## config.mk

```make
export PLATFORM = sky130hd
export DESIGN_NAME = esf_oh_inserter
export DESIGN_NICKNAME = d
export VERILOG_FILES = /design/src/rtl/esf_pkg.sv /design/src/rtl/esf_slot_ctr.sv /design/src/rtl/esf_crc6.sv /design/src/rtl/esf_fbit_mux.sv /design/src/rtl/esf_oh_inserter.sv
export SDC_FILE = /design/constraint.sdc
export NUM_CORES = 1
export LEC_CHECK = 0
export BUFFER_PORTS_ARGS = -buffer_cell sky130_fd_sc_hd__buf_4
export CORE_MARGIN = 8
export CORE_UTILIZATION = 45
export CTS_CLUSTER_SIZE = 10
export DETAILED_ROUTE_END_ITERATION = 12
export MAX_ROUTING_LAYER = met4
export PLACE_DENSITY = 0.9
export SKIP_CTS_REPAIR_TIMING = 1
export SYNTH_ARGS = -nofsm -noshare
export SYNTH_HDL_FRONTEND = slang
export SYNTH_SLANG_ARGS = --single-unit
```

## constraint.sdc

```tcl
create_clock -name clk -period 2.96 [get_ports clk]
set_input_delay 0.148 -clock clk [delete_from_list [all_inputs] [get_ports clk]]
set_output_delay 0.148 -clock clk [all_outputs]
set_load 0.02 [all_outputs]
```

## src/rtl/esf_pkg.sv

```systemverilog
`timescale 1ns/1ps
package esf_pkg;
    localparam int SF_FRAMES = 24;
    localparam int FR_W      = $clog2(SF_FRAMES + 1);
    localparam int CRC_W     = 6;
    // alignment bit k (k = 0..5) for frames 4,8,...,24
    localparam logic [5:0] ALIGN_SEQ = 6'b110100;

    typedef enum logic [0:0] {
        SLOT_FRAMING = 1'b0,
        SLOT_PAYLOAD = 1'b1
    } slot_state_e;

    // one serial step of generator x^6 + x + 1
    function automatic logic [CRC_W-1:0] crc6_step(input logic [CRC_W-1:0] c, input logic b);
        logic fb;
        fb = c[CRC_W-1] ^ b;
        return {c[CRC_W-2:0], 1'b0} ^ {{(CRC_W-2){1'b0}}, fb, fb};
    endfunction
endpackage

```

## src/rtl/esf_slot_ctr.sv

```systemverilog
`timescale 1ns/1ps
module esf_slot_ctr
    import esf_pkg::*;
#(
    parameter int N_CH = 24,
    parameter int W_CH = 8
) (
    input  logic                    clk,
    input  logic                    rst_n,
    input  logic                    sync_n,
    output slot_state_e             state,
    output logic [FR_W-1:0]         frame_idx,
    output logic [$clog2(N_CH)-1:0] ch_idx,
    output logic [$clog2(W_CH)-1:0] bit_idx,
    output logic                    sf_end,
    output logic                    restart
);
    localparam int CH_W = $clog2(N_CH);
    localparam int BT_W = $clog2(W_CH);

    logic sync_pend;
    logic frame_end;
    logic take_sync;
    logic last_frame;
    logic [FR_W-1:0] frame_nxt;

    assign frame_end  = (state == SLOT_PAYLOAD) && (ch_idx == CH_W'(N_CH - 1))
                        && (bit_idx == BT_W'(W_CH - 1));
    assign take_sync  = sync_pend | ~sync_n;
    assign last_frame = (frame_idx == FR_W'(SF_FRAMES - 1));
    assign frame_nxt  = (take_sync || last_frame) ? '0 : frame_idx + FR_W'(1);
    assign sf_end     = frame_end && last_frame;
    assign restart    = frame_end && take_sync && !last_frame;

    always_ff @(posedge clk) begin
        if (!rst_n) begin
            state     <= SLOT_FRAMING;
            frame_idx <= '0;
            ch_idx    <= '0;
            bit_idx   <= '0;
        end else begin
            unique case (state)
                SLOT_FRAMING: begin            // t_open
                    state   <= SLOT_PAYLOAD;
                    ch_idx  <= '0;
                    bit_idx <= '0;
                end
                SLOT_PAYLOAD: begin
                    if (bit_idx == BT_W'(W_CH - 1)) begin
                        bit_idx <= '0;
                        if (ch_idx == CH_W'(N_CH - 1)) begin   // t_frame_done
                            state     <= SLOT_FRAMING;
                            frame_idx <= frame_nxt;
                        end else begin
                            ch_idx <= ch_idx + CH_W'(1);
                        end
                    end else begin                  // t_next_bit
                        bit_idx <= bit_idx + BT_W'(1);
                    end
                end
            endcase
        end
    end

    always_ff @(posedge clk) begin
        if (!rst_n)          sync_pend <= 1'b0;
        else if (frame_end)  sync_pend <= 1'b0;
        else if (!sync_n)    sync_pend <= 1'b1;
    end
endmodule

```

## src/rtl/esf_crc6.sv

```systemverilog
`timescale 1ns/1ps
module esf_crc6
    import esf_pkg::*;
(
    input  logic             clk,
    input  logic             rst_n,
    input  logic             bit_in,
    input  logic             sf_end,
    input  logic             restart,
    output logic [CRC_W-1:0] crc_hold
);
    logic [CRC_W-1:0] acc;
    logic [CRC_W-1:0] acc_nxt;

    assign acc_nxt = crc6_step(acc, bit_in);

    always_ff @(posedge clk) begin
        if (!rst_n) begin
            acc      <= '0;
            crc_hold <= '0;
        end else if (sf_end) begin
            crc_hold <= acc_nxt;
            acc      <= '0;
        end else if (restart) begin
            acc      <= '0;
        end else begin
            acc      <= acc_nxt;
        end
    end
endmodule

```

## src/rtl/esf_fbit_mux.sv

```systemverilog
`timescale 1ns/1ps
module esf_fbit_mux
    import esf_pkg::*;
(
    input  logic             clk,
    input  logic             rst_n,
    input  logic             fslot,
    input  logic [FR_W-1:0]  frame_idx,
    input  logic             fdl_in,
    input  logic             yellow_en,
    input  logic [CRC_W-1:0] crc_hold,
    output logic             fbit,
    output logic             fdl_tick
);
    logic [3:0] ycnt;
    logic [2:0] grp;

    assign grp      = frame_idx[4:2];
    assign fdl_tick = fslot && !frame_idx[0];   // frame numbers 1,3,5,...

    always_comb begin
        unique case (frame_idx[1:0])
            2'b00, 2'b10: fbit = yellow_en ? ~ycnt[3] : fdl_in;
            2'b01:        fbit = crc_hold[3'd5 - grp];
            2'b11:        fbit = ALIGN_SEQ[grp];
        endcase
    end

    always_ff @(posedge clk) begin
        if (!rst_n || !yellow_en) ycnt <= '0;
        else if (fdl_tick)        ycnt <= ycnt + 4'd1;
    end
endmodule

```

## src/rtl/esf_oh_inserter.sv

```systemverilog
`timescale 1ns/1ps
module esf_oh_inserter
    import esf_pkg::*;
#(
    parameter int N_CH = 24,
    parameter int W_CH = 8
) (
    input  logic              clk,
    input  logic              rst_n,
    input  logic              sf_sync_n,
    input  logic              pay_in,
    input  logic              fdl_in,
    input  logic              yellow_en,
    input  logic              rbs_off,
    input  logic [N_CH-1:0]   chan_rbs_en,
    input  logic [4*N_CH-1:0] sig_abcd,
    output logic              line_bit,
    output logic              fbit_flag,
    output logic [4:0]        frame_no,
    output logic              fdl_tick
);
    localparam int CH_W = $clog2(N_CH);
    localparam int BT_W = $clog2(W_CH);

    slot_state_e      st;
    logic [FR_W-1:0]  fidx;
    logic [CH_W-1:0]  cidx;
    logic [BT_W-1:0]  bidx;
    logic             sfend, rstrt;
    logic [CRC_W-1:0] crc_hold;
    logic             fbit;
    logic             sig_frame;
    logic [1:0]       sig_sel;
    logic [CH_W+1:0]  sidx;
    logic             rob;
    logic             tx_bit;
    logic             crc_bit;

    esf_slot_ctr #(.N_CH(N_CH), .W_CH(W_CH)) u_ctr (
        .clk(clk), .rst_n(rst_n), .sync_n(sf_sync_n),
        .state(st), .frame_idx(fidx), .ch_idx(cidx), .bit_idx(bidx),
        .sf_end(sfend), .restart(rstrt)
    );

    esf_fbit_mux u_fmux (
        .clk(clk), .rst_n(rst_n), .fslot(st == SLOT_FRAMING), .frame_idx(fidx),
        .fdl_in(fdl_in), .yellow_en(yellow_en), .crc_hold(crc_hold),
        .fbit(fbit), .fdl_tick(fdl_tick)
    );

    esf_crc6 u_crc (
        .clk(clk), .rst_n(rst_n), .bit_in(crc_bit),
        .sf_end(sfend), .restart(rstrt), .crc_hold(crc_hold)
    );

    always_comb begin
        sig_frame = 1'b1;
        case (fidx)
            FR_W'(5):  sig_sel = 2'd0;
            FR_W'(11): sig_sel = 2'd1;
            FR_W'(17): sig_sel = 2'd2;
            FR_W'(23): sig_sel = 2'd3;
            default: begin
                sig_sel   = 2'd0;
                sig_frame = 1'b0;
            end
        endcase
    end

    assign sidx    = {cidx, ~sig_sel};
    assign rob     = (st == SLOT_PAYLOAD) && sig_frame && !rbs_off
                     && chan_rbs_en[cidx] && (bidx == BT_W'(W_CH - 1));
    assign tx_bit  = (st == SLOT_FRAMING) ? fbit : (rob ? sig_abcd[sidx] : pay_in);
    assign crc_bit = (st == SLOT_FRAMING) ? 1'b1 : tx_bit;

    always_ff @(posedge clk) begin
        if (!rst_n) begin
            line_bit  <= 1'b0;
            fbit_flag <= 1'b0;
            frame_no  <= '0;
        end else begin
            line_bit  <= tx_bit;
            fbit_flag <= (st == SLOT_FRAMING);
            frame_no  <= 5'(fidx) + 5'd1;
        end
    end
endmodule

```

==> flow_summary.ini, run 1 <==
[synth]
synth_edf_count = 0
yosys_warnings = 0
synthFlopType = dfxtp_1
synthCells = 431
syn_avg_cell_area_sq_um = 7.80
synth-seq-cells = 39
yosysSeqAreaShare = 0.232
synth_nets = 564
syn-cell-area_sq_um = 3360
async_reset_ff_frac = 0
synth_cell_types = 75

[cells_and_area]
layout.cells.non_filler = 693
fin_util = 0.699
area_growth_pct = 50.7
mostFrequentLayoutCell = buf_4
fin_nets = 726
n_fill_cell = 609
drive_above_1_share = 0.418
fin_area_sq_um = 5070
final_cell_mix = buf_4 (184), nand2_1 (40), o21ai_0 (39), a21oi_1 (39), dfxtp_1 (34)
diodes = 0

[pwr]
p_sw_frac = 0.239
finalPower_mw = 1.19
p_int_uw = 904
p_per_area_nw_per_um2 = 234
pwr-share-clk = 0.335
switching_power_uw = 284
seqPwrFrac = 0.454
peakVddDrop_mv = 0.354
comb_power_share = 0.210
power.leakage_nw = 2.08

[routing]
dr_total_vias = 4319
ant_nets = 0
routed_wl_mm = 14.1
avgViaCountPerCell = 6.23
routedWlPerCell_um = 20.4
drt_drc_violations_left = 0
drt-initial-drc-count = 349
dr.pass1.iters = 6

[timing]
finalCriticalPeriod_ns = 2.92
period_share = 0.986
fmax_mhz = 343
report.final.slew_viol_count = 0
maxSlewHeadroom = 0.716
finClkSkew_ns = 0.00774
setup_viol = 0
hold_violations = 0
hold_slack_ns = 0.183
worstMarginPinSlew_ns = 0.425

[setup_path]
worstSetupEndpointType = register
required_ns = 3.19
startpoint = u_ctr.frame_idx[1]$_SDFFE_PN0P_
start_kind = register
r2r_setup_slack_ns = 0.04
rr_worst_depth = 12
endpoint = u_crc.acc[1]$_SDFF_PP0_
r2r-start = u_ctr.frame_idx[1]$_SDFFE_PN0P_
cp_max_fo = 6
r2r_end = u_crc.acc[1]$_SDFF_PP0_
cp_data_arrival_time_ns = 3.15
critPathKind = register to register

[status]
outcome = finished clean

[floorplanning]
dieArea_sq_um = 10500
start_util = 0.464
core_area_sq_um = 7250
io_pins = 135
row_count = 31
die_y_um = 102
die_x_um = 102

[clock_network]
cts_max_path_buffers = 2
tritoncts = done
path_clk_slew_ns = 0.08
clock_latency_ns = 0.29
cts-root-buf = clkbuf_8
cts_buffers = 5
cts.sinks = 39
htree_levels = 2

[global_route]
antenna_found_initial = 0
grt_overflow = 0
grt_max_degree = 30
grt_pass1_vias = 4347
grt_usage = 0.262
grt_pass1_wl_mm = 21.1

[place]
globalplace.congestion = 0.986
dpl_cell_area_sq_um = 4730
dp.cells = 683
post-dp-hpwl_mm = 10.9
numPortBuffers = 134

[worst_hold_path]
hold_class = primary input to register
hold_depth = 3

[run]
max-cap-violations = 0
[registers in the layout, indices dropped and copies added (netlist names), named ones only]
| register | count |
|---|---|
| fbit_flag | 1 |
| u_ctr.state | 1 |
| u_fmux.ycnt | 4 |
| u_ctr.sync_pend | 1 |
| u_crc.crc_hold | 6 |
| u_ctr.frame_idx | 5 |
| u_crc.acc | 6 |
| line_bit | 1 |
| frame_no | 5 |
| u_ctr.ch_idx | 5 |
| u_ctr.bit_idx | 3 |
[critical path: stages (launching register included)]
cell	delay, ns
dfxtp_2	0.34
buf_4	0.15
inv_2	0.06
ha_4	0.14
mux2_4	0.21
a21oi_1	0.10
o221a_2	0.26
a311oi_4	0.33
a2111oi_4	0.06
o31a_2	0.40
and4_4	0.18
or4_4	0.51
a21oi_2	0.12
[stage by stage]
step           TNS (ns)  setup WS [ns]
2_1_floorplan         0         0.0296
3_3_place_gp     -0.206         -0.155
3_5_place_dp     -0.478         -0.271
4_1_cts          -0.619         -0.311
5_1_grt          -0.122        -0.0540
6_report              0         0.0423
[cell usage after synthesis (4+ instances only)]
| cell | number | area share |
|---|---|---|
| nand2_1 | 44 | 0.049 |
| a21oi_1 | 41 | 0.061 |
| dfxtp_1 | 39 | 0.23 |
| o21ai_0 | 39 | 0.058 |
| nor2_1 | 26 | 0.029 |
| inv_1 | 16 | 0.018 |
| buf_2 | 12 | 0.018 |
| o22ai_1 | 12 | 0.022 |
| nand4_1 | 11 | 0.020 |
| clkbuf_1 | 10 | 0.011 |
| mux4_2 | 10 | 0.067 |
| nor2b_1 | 8 | 0.015 |
| nor3_1 | 8 | 0.012 |
| a21boi_0 | 7 | 0.016 |
| a22oi_1 | 7 | 0.016 |
| a31oi_1 | 6 | 0.011 |
| and2_1 | 6 | 0.011 |
| ha_1 | 6 | 0.022 |
| nand3_1 | 6 | 0.0089 |
| o211ai_1 | 6 | 0.013 |
| and4b_1 | 5 | 0.015 |
| buf_4 | 5 | 0.011 |
| xnor2_1 | 5 | 0.013 |
| a221o_1 | 4 | 0.012 |
| a32oi_1 | 4 | 0.010 |
| mux2i_1 | 4 | 0.012 |
| nand3b_1 | 4 | 0.0089 |
| o21a_1 | 4 | 0.0089 |
| o221ai_1 | 4 | 0.010 |
[power by group through the flow]
stage | Combinational (mW) | Clock, mW | Sequential [mW]
after global placement | 0.233 | 0 | 0.552
final | 0.250 | 0.398 | 0.540
after global routing | 0.267 | 0.431 | 0.541
after detailed placement | 0.237 | 0 | 0.553
after floorplan | 0.0701 | 0 | 0.554
after CTS | 0.238 | 0.406 | 0.541
[final cells by class]
| type | count | area, sq um | share of cell area |
|---|---|---|---|
| Multi-Input combinational cell | 341 | 2530 | 0.500 |
| Timing Repair Buffer | 188 | 1450 | 0.286 |
| Sequential cell | 39 | 790 | 0.156 |
| Tap cell | 99 | 124 | 0.0244 |
| Clock buffer | 7 | 96.3 | 0.0190 |
| Inverter | 18 | 71.3 | 0.0141 |
| Clock inverter | 1 | 7.51 | 0.00148 |
[worst min-delay path by stage]
stage	start	end	slack, ns
floorplan	yellow_en	u_fmux.ycnt[1]$_SDFFE_PP0P_	0.34
global placement	u_ctr.bit_idx[0]$_SDFF_PP0_	u_ctr.bit_idx[0]$_SDFF_PP0_	0.41
detailed placement	u_crc.acc[3]$_SDFF_PP0_	u_crc.acc[4]$_SDFF_PP0_	0.42
CTS	yellow_en	u_fmux.ycnt[0]$_SDFFE_PP0P_	0.18
global route	yellow_en	u_fmux.ycnt[0]$_SDFFE_PP0P_	0.21
finish	yellow_en	u_fmux.ycnt[0]$_SDFFE_PP0P_	0.18
[kinds of logic after synthesis]
family,count (synthesis),share of synthesized area
AO/OA/AOI/OAI,169,0.334
XOR/XNOR,8,0.0208
adder cells (fa/ha/maj),6,0.0223
buffers and inverters,52,0.0733
flip-flops,39,0.232
multiplexers,17,0.0889
AND/OR/NAND/NOR,140,0.228
[metal layers]
layer | share of wire | wire length, um | global-route usage | vias to the layer above
li1 | - | - | - | 1979
met1 | 0.37 | 5200 | 0.292 | 2002
met2 | 0.48 | 6780 | 0.436 | 287
met3 | 0.11 | 1580 | 0.0565 | 51
met4 | 0.039 | 548 | 0.123 | 0
met5 | 0 | 0 | - | -
Power figures use the tool's default switching activity.
==> run 2, diff against run 1 <==
- CORE_UTILIZATION: 45 -> 50
- PLACE_DENSITY: 0.9 -> 0.94
- clock period: 2.96 -> 3.5 ns (I/O delays scaled with it)
==> flow_summary.ini, run 2 (synthesized netlist as in run 1, its figures left out) <==
[clock_network]
path_clk_slew_ns = 0.07
tritoncts = done
cts_buffers = 5
clock_latency_ns = 0.30
htree_levels = 2
cts.sinks = 39
cts_max_path_buffers = 2
cts-root-buf = clkbuf_8

[pwr]
power.leakage_nw = 1.85
finalPower_uw = 952
comb_power_share = 0.206
seqPwrFrac = 0.482
switching_power_uw = 233
p_per_area_nw_per_um2 = 210
p_sw_frac = 0.245
peakVddDrop_mv = 0.266
p_int_uw = 719
pwr-share-clk = 0.312

[floorplanning]
die_x_um = 98.0
die_y_um = 98.0
start_util = 0.506
io_pins = 135
core_area_sq_um = 6640
dieArea_sq_um = 9610
row_count = 30

[routing]
routed_wl_mm = 12.5
ant_nets = 0
dr_total_vias = 4122
dr.pass1.iters = 6
drt_drc_violations_left = 0
routedWlPerCell_um = 19.6
avgViaCountPerCell = 6.45
drt-initial-drc-count = 388

[timing]
hold_violations = 0
fmax_mhz = 306
maxSlewHeadroom = 0.483
period_share = 0.933
fin_ws_ns = 0.235
worstMarginPinSlew_ns = 0.767
finClkSkew_ns = 0.00676
hold_slack_ns = 0.189
rsz0062_at_grt = no
setup_viol = 0
finalCriticalPeriod_ns = 3.27
report.final.slew_viol_count = 0
fin_tns_setup_ns = 0

[cells_and_area]
layout.cells.non_filler = 639
fin_area_sq_um = 4540
top_regs = u_crc.acc: 6 flops, u_crc.crc_hold: 6 flops
mostFrequentLayoutCell = buf_4
fin_util = 0.683
fin_nets = 691
final_cell_mix = buf_4 (154), nand2_1 (43), a21oi_1 (41), o21ai_0 (39), dfxtp_1 (39)
area_growth_pct = 35.0
drive_above_1_share = 0.329
diodes = 0

[global_route]
grt_max_degree = 23
grt_pass1_vias = 3921
grt_overflow = 0
antenna_found_initial = 0
grt_usage = 0.254
grt_pass1_wl_mm = 19.5

[place]
dpl_cell_area_sq_um = 4440
place_ws_ns = 0.258
post-dp-hpwl_mm = 9.73
dp.cells = 631
globalplace.congestion = 0.980
numPortBuffers = 134

[setup_path]
cp_max_fo = 22
critPathKind = register to register
rr_worst_depth = 10
required_ns = 3.73
worstSetupEndpointType = register
start_kind = register
cp_data_arrival_time_ns = 3.49

[worst_hold_path]
hold_depth = 3
hold_class = primary input to register

[run]
max-cap-violations = 0

[status]
outcome = finished clean
## run 2: cell type report
cell class	instances	area (sq um)
repair buffers	154	1160
clock buffers	7	76.3
flip-flops and latches	39	781
well taps	80	100
inverters	18	67.6
clock inverters	1	5.00
multi-input cells	340	2350
fillers	562	2100
## run 2: path summary, 6_finish.rpt
path | startpoint | end | slack, ns
setup reg to reg | u_ctr.frame_idx[0]$_SDFFE_PN0P_ | u_crc.acc[1]$_SDFF_PP0_ | 0.23
hold / removal | yellow_en | u_fmux.ycnt[2]$_SDFFE_PP0P_ | 0.19
setup / recovery | u_ctr.frame_idx[0]$_SDFFE_PN0P_ | u_crc.acc[1]$_SDFF_PP0_ | 0.23
hold reg to reg | u_crc.acc[4]$_SDFF_PP0_ | u_crc.acc[5]$_SDFF_PP0_ | 0.43
## run 2: per-layer routing
| metal | part of all wire | vias up | global-route usage |
|---|---|---|---|
| met1 | 0.39 | 1886 | 0.303 |
| met2 | 0.47 | 293 | 0.410 |
| met4 | 0.028 | 0 | 0.0815 |
| li1 | - | 1900 | - |
| met5 | 0 | - | - |
| met3 | 0.11 | 43 | 0.0640 |
## run 2: worst max-delay path, stage by stage (launching register included)
cell       delay, ns
dfxtp_1         0.46
ha_1            0.26
buf_4           0.26
nand2_1         0.25
o21ai_0         0.29
a31oi_1         0.12
a2111oi_0       0.51
o31a_2          0.26
a211oi_1        0.13
or4_1           0.52
a21oi_1         0.15
## run 2: power by group through the flow
stage          registers, mW  clock network, mW  logic [mW]
3_5_place_dp           0.469                  0       0.194
4_1_cts                0.458              0.299       0.195
3_3_place_gp           0.468                  0       0.189
2_1_floorplan          0.468                  0      0.0591
6_report               0.459              0.297       0.196
5_1_grt                0.460              0.322       0.211
==> run 3, diff against run 2 <==
- CORE_MARGIN: 8 -> 3
- PLACE_DENSITY: 0.94 -> default
- PLACE_DENSITY_LB_ADDON: default -> 0.25
==> flow_summary.ini, run 3 (synthesized netlist as in run 1, its figures left out) <==
[timing]
fin_tns_setup_ns = 0
hold_violations = 0
finalCriticalPeriod_ns = 3.29
rsz0062_at_grt = no
fin_ws_ns = 0.212
maxSlewHeadroom = 0.521
fmax_mhz = 304
period_share = 0.939
finClkSkew_ns = 0.00880
report.final.slew_viol_count = 0
setup_viol = 0
worstMarginPinSlew_ns = 0.710

[cells_and_area]
final_cell_mix = buf_4 (153), nand2_1 (43), a21oi_1 (41), o21ai_0 (39), dfxtp_1 (37)
multiInputGateArea_sq_um = 2350
top_regs = u_crc.acc: 6 flops, u_crc.crc_hold: 6 flops
register_area_sq_um = 783
diodes = 0
n_fill_cell = 544
fin_nets = 690
area_growth_pct = 34.7
mostFrequentLayoutCell = buf_4
drive_above_1_share = 0.333
fin_util = 0.706

[pwr]
peakVddDrop_mv = 0.308
p_per_area_nw_per_um2 = 207
power.leakage_nw = 1.85

[global_route]
grt_overflow = 0
grt_pass1_wl_mm = 18.0
grt_pass1_vias = 3733
antenna_found_initial = 0
grt_usage = 0.299
grt_max_degree = 21

[setup_path]
critPathKind = register to register
cpMostUsedCell = a21oi_1
cpPeakStageDelay_ns = 0.51
required_ns = 3.71
critical-path-slowest-cell = dfxtp_1
worstSetupEndpointType = register
cp_max_fo = 12
cp_cell_sequence = ha_1 > mux2_2 > a21oi_1 > o221a_2 > a311oi_1 > a2111oi_0 > o31a_2 > and4_4 > or4_1 > a21oi_1
start_kind = register
cp_data_arrival_time_ns = 3.50
r2r_setup_slack_ns = 0.21

[routing]
dr.pass1.iters = 5
dr_total_vias = 4037
routedWlPerCell_um = 18.3
ant_nets = 0
drt-initial-drc-count = 297
routed_wl_mm = 11.6
avgViaCountPerCell = 6.36
drt_drc_violations_left = 0

[place]
post-dp-hpwl_mm = 9.18
place_ws_ns = 0.120
globalplace.congestion = 0.994
numPortBuffers = 134

[run]
max-cap-violations = 0

[status]
outcome = finished clean

[clock_network]
clock_latency_ns = 0.29
cts.sinks = 39
cts-root-buf = clkbuf_8
htree_levels = 2
tritoncts = done
cts_max_path_buffers = 2
cts_buffers = 5
path_clk_slew_ns = 0.07

[floorplanning]
row_count = 29
io_pins = 135
die_x_um = 88.0
dieArea_sq_um = 7750
core_area_sq_um = 6420
die_y_um = 88.0
start_util = 0.524

[worst_hold_path]
hold_class = primary input to register
run 3: path summary, 6_finish.rpt:
kind                                        start  depth (start not counted)                     endpoint
hold / removal                          yellow_en                          3  u_fmux.ycnt[0]$_SDFFE_PP0P_
setup reg to reg  u_ctr.frame_idx[0]$_SDFFE_PN0P_                         10      u_crc.acc[1]$_SDFF_PP0_
setup / recovery  u_ctr.frame_idx[0]$_SDFFE_PN0P_                         10      u_crc.acc[1]$_SDFF_PP0_
hold reg to reg           u_crc.acc[2]$_SDFF_PP0_                          2      u_crc.acc[3]$_SDFF_PP0_
run 3: layer usage:
metal	global-route usage	share of wire	wire length, um
met1	0.383	0.41	4770
met2	0.484	0.47	5470
met5	-	0	0
met3	0.0480	0.093	1080
met4	0.0934	0.025	291
run 3: power breakdown:
group          switching (mW)  leakage, nW  internal [mW]
Sequential            0.00632        0.318          0.452
Clock                   0.144       0.0422          0.140
Combinational          0.0693         1.49          0.127
run 3: final cells by class:
| class | instances | area share |
|---|---|---|
| multi-input cells | 340 | 0.519 |
| repair buffers | 153 | 0.253 |
| flip-flops and latches | 39 | 0.173 |
| well taps | 77 | 0.0213 |
| clock buffers | 7 | 0.0168 |
| inverters | 18 | 0.0157 |
| clock inverters | 1 | 0.00110 |
run 3: per-stage QoR:
stage               cell area, sq um  instances  hold slack (ns)  power [mW]
finish                          4530        635            0.223       0.938
global route                    4530        635            0.240       0.978
CTS                             4510        635            0.227       0.943
detailed placement              4430        627            0.424       0.662
global placement                4430        627            0.414       0.660
floorplan                       3360        431            0.363       0.527
run 3: critical path, delay by kind of cell, from the launching register on:
kind,cells,cell delay [ns]
AOI/OAI and AO/OA,6,1.33
and+or+nand+nor,2,0.66
DFF,1,0.51
muxes,1,0.37
adders and majority gates,1,0.34
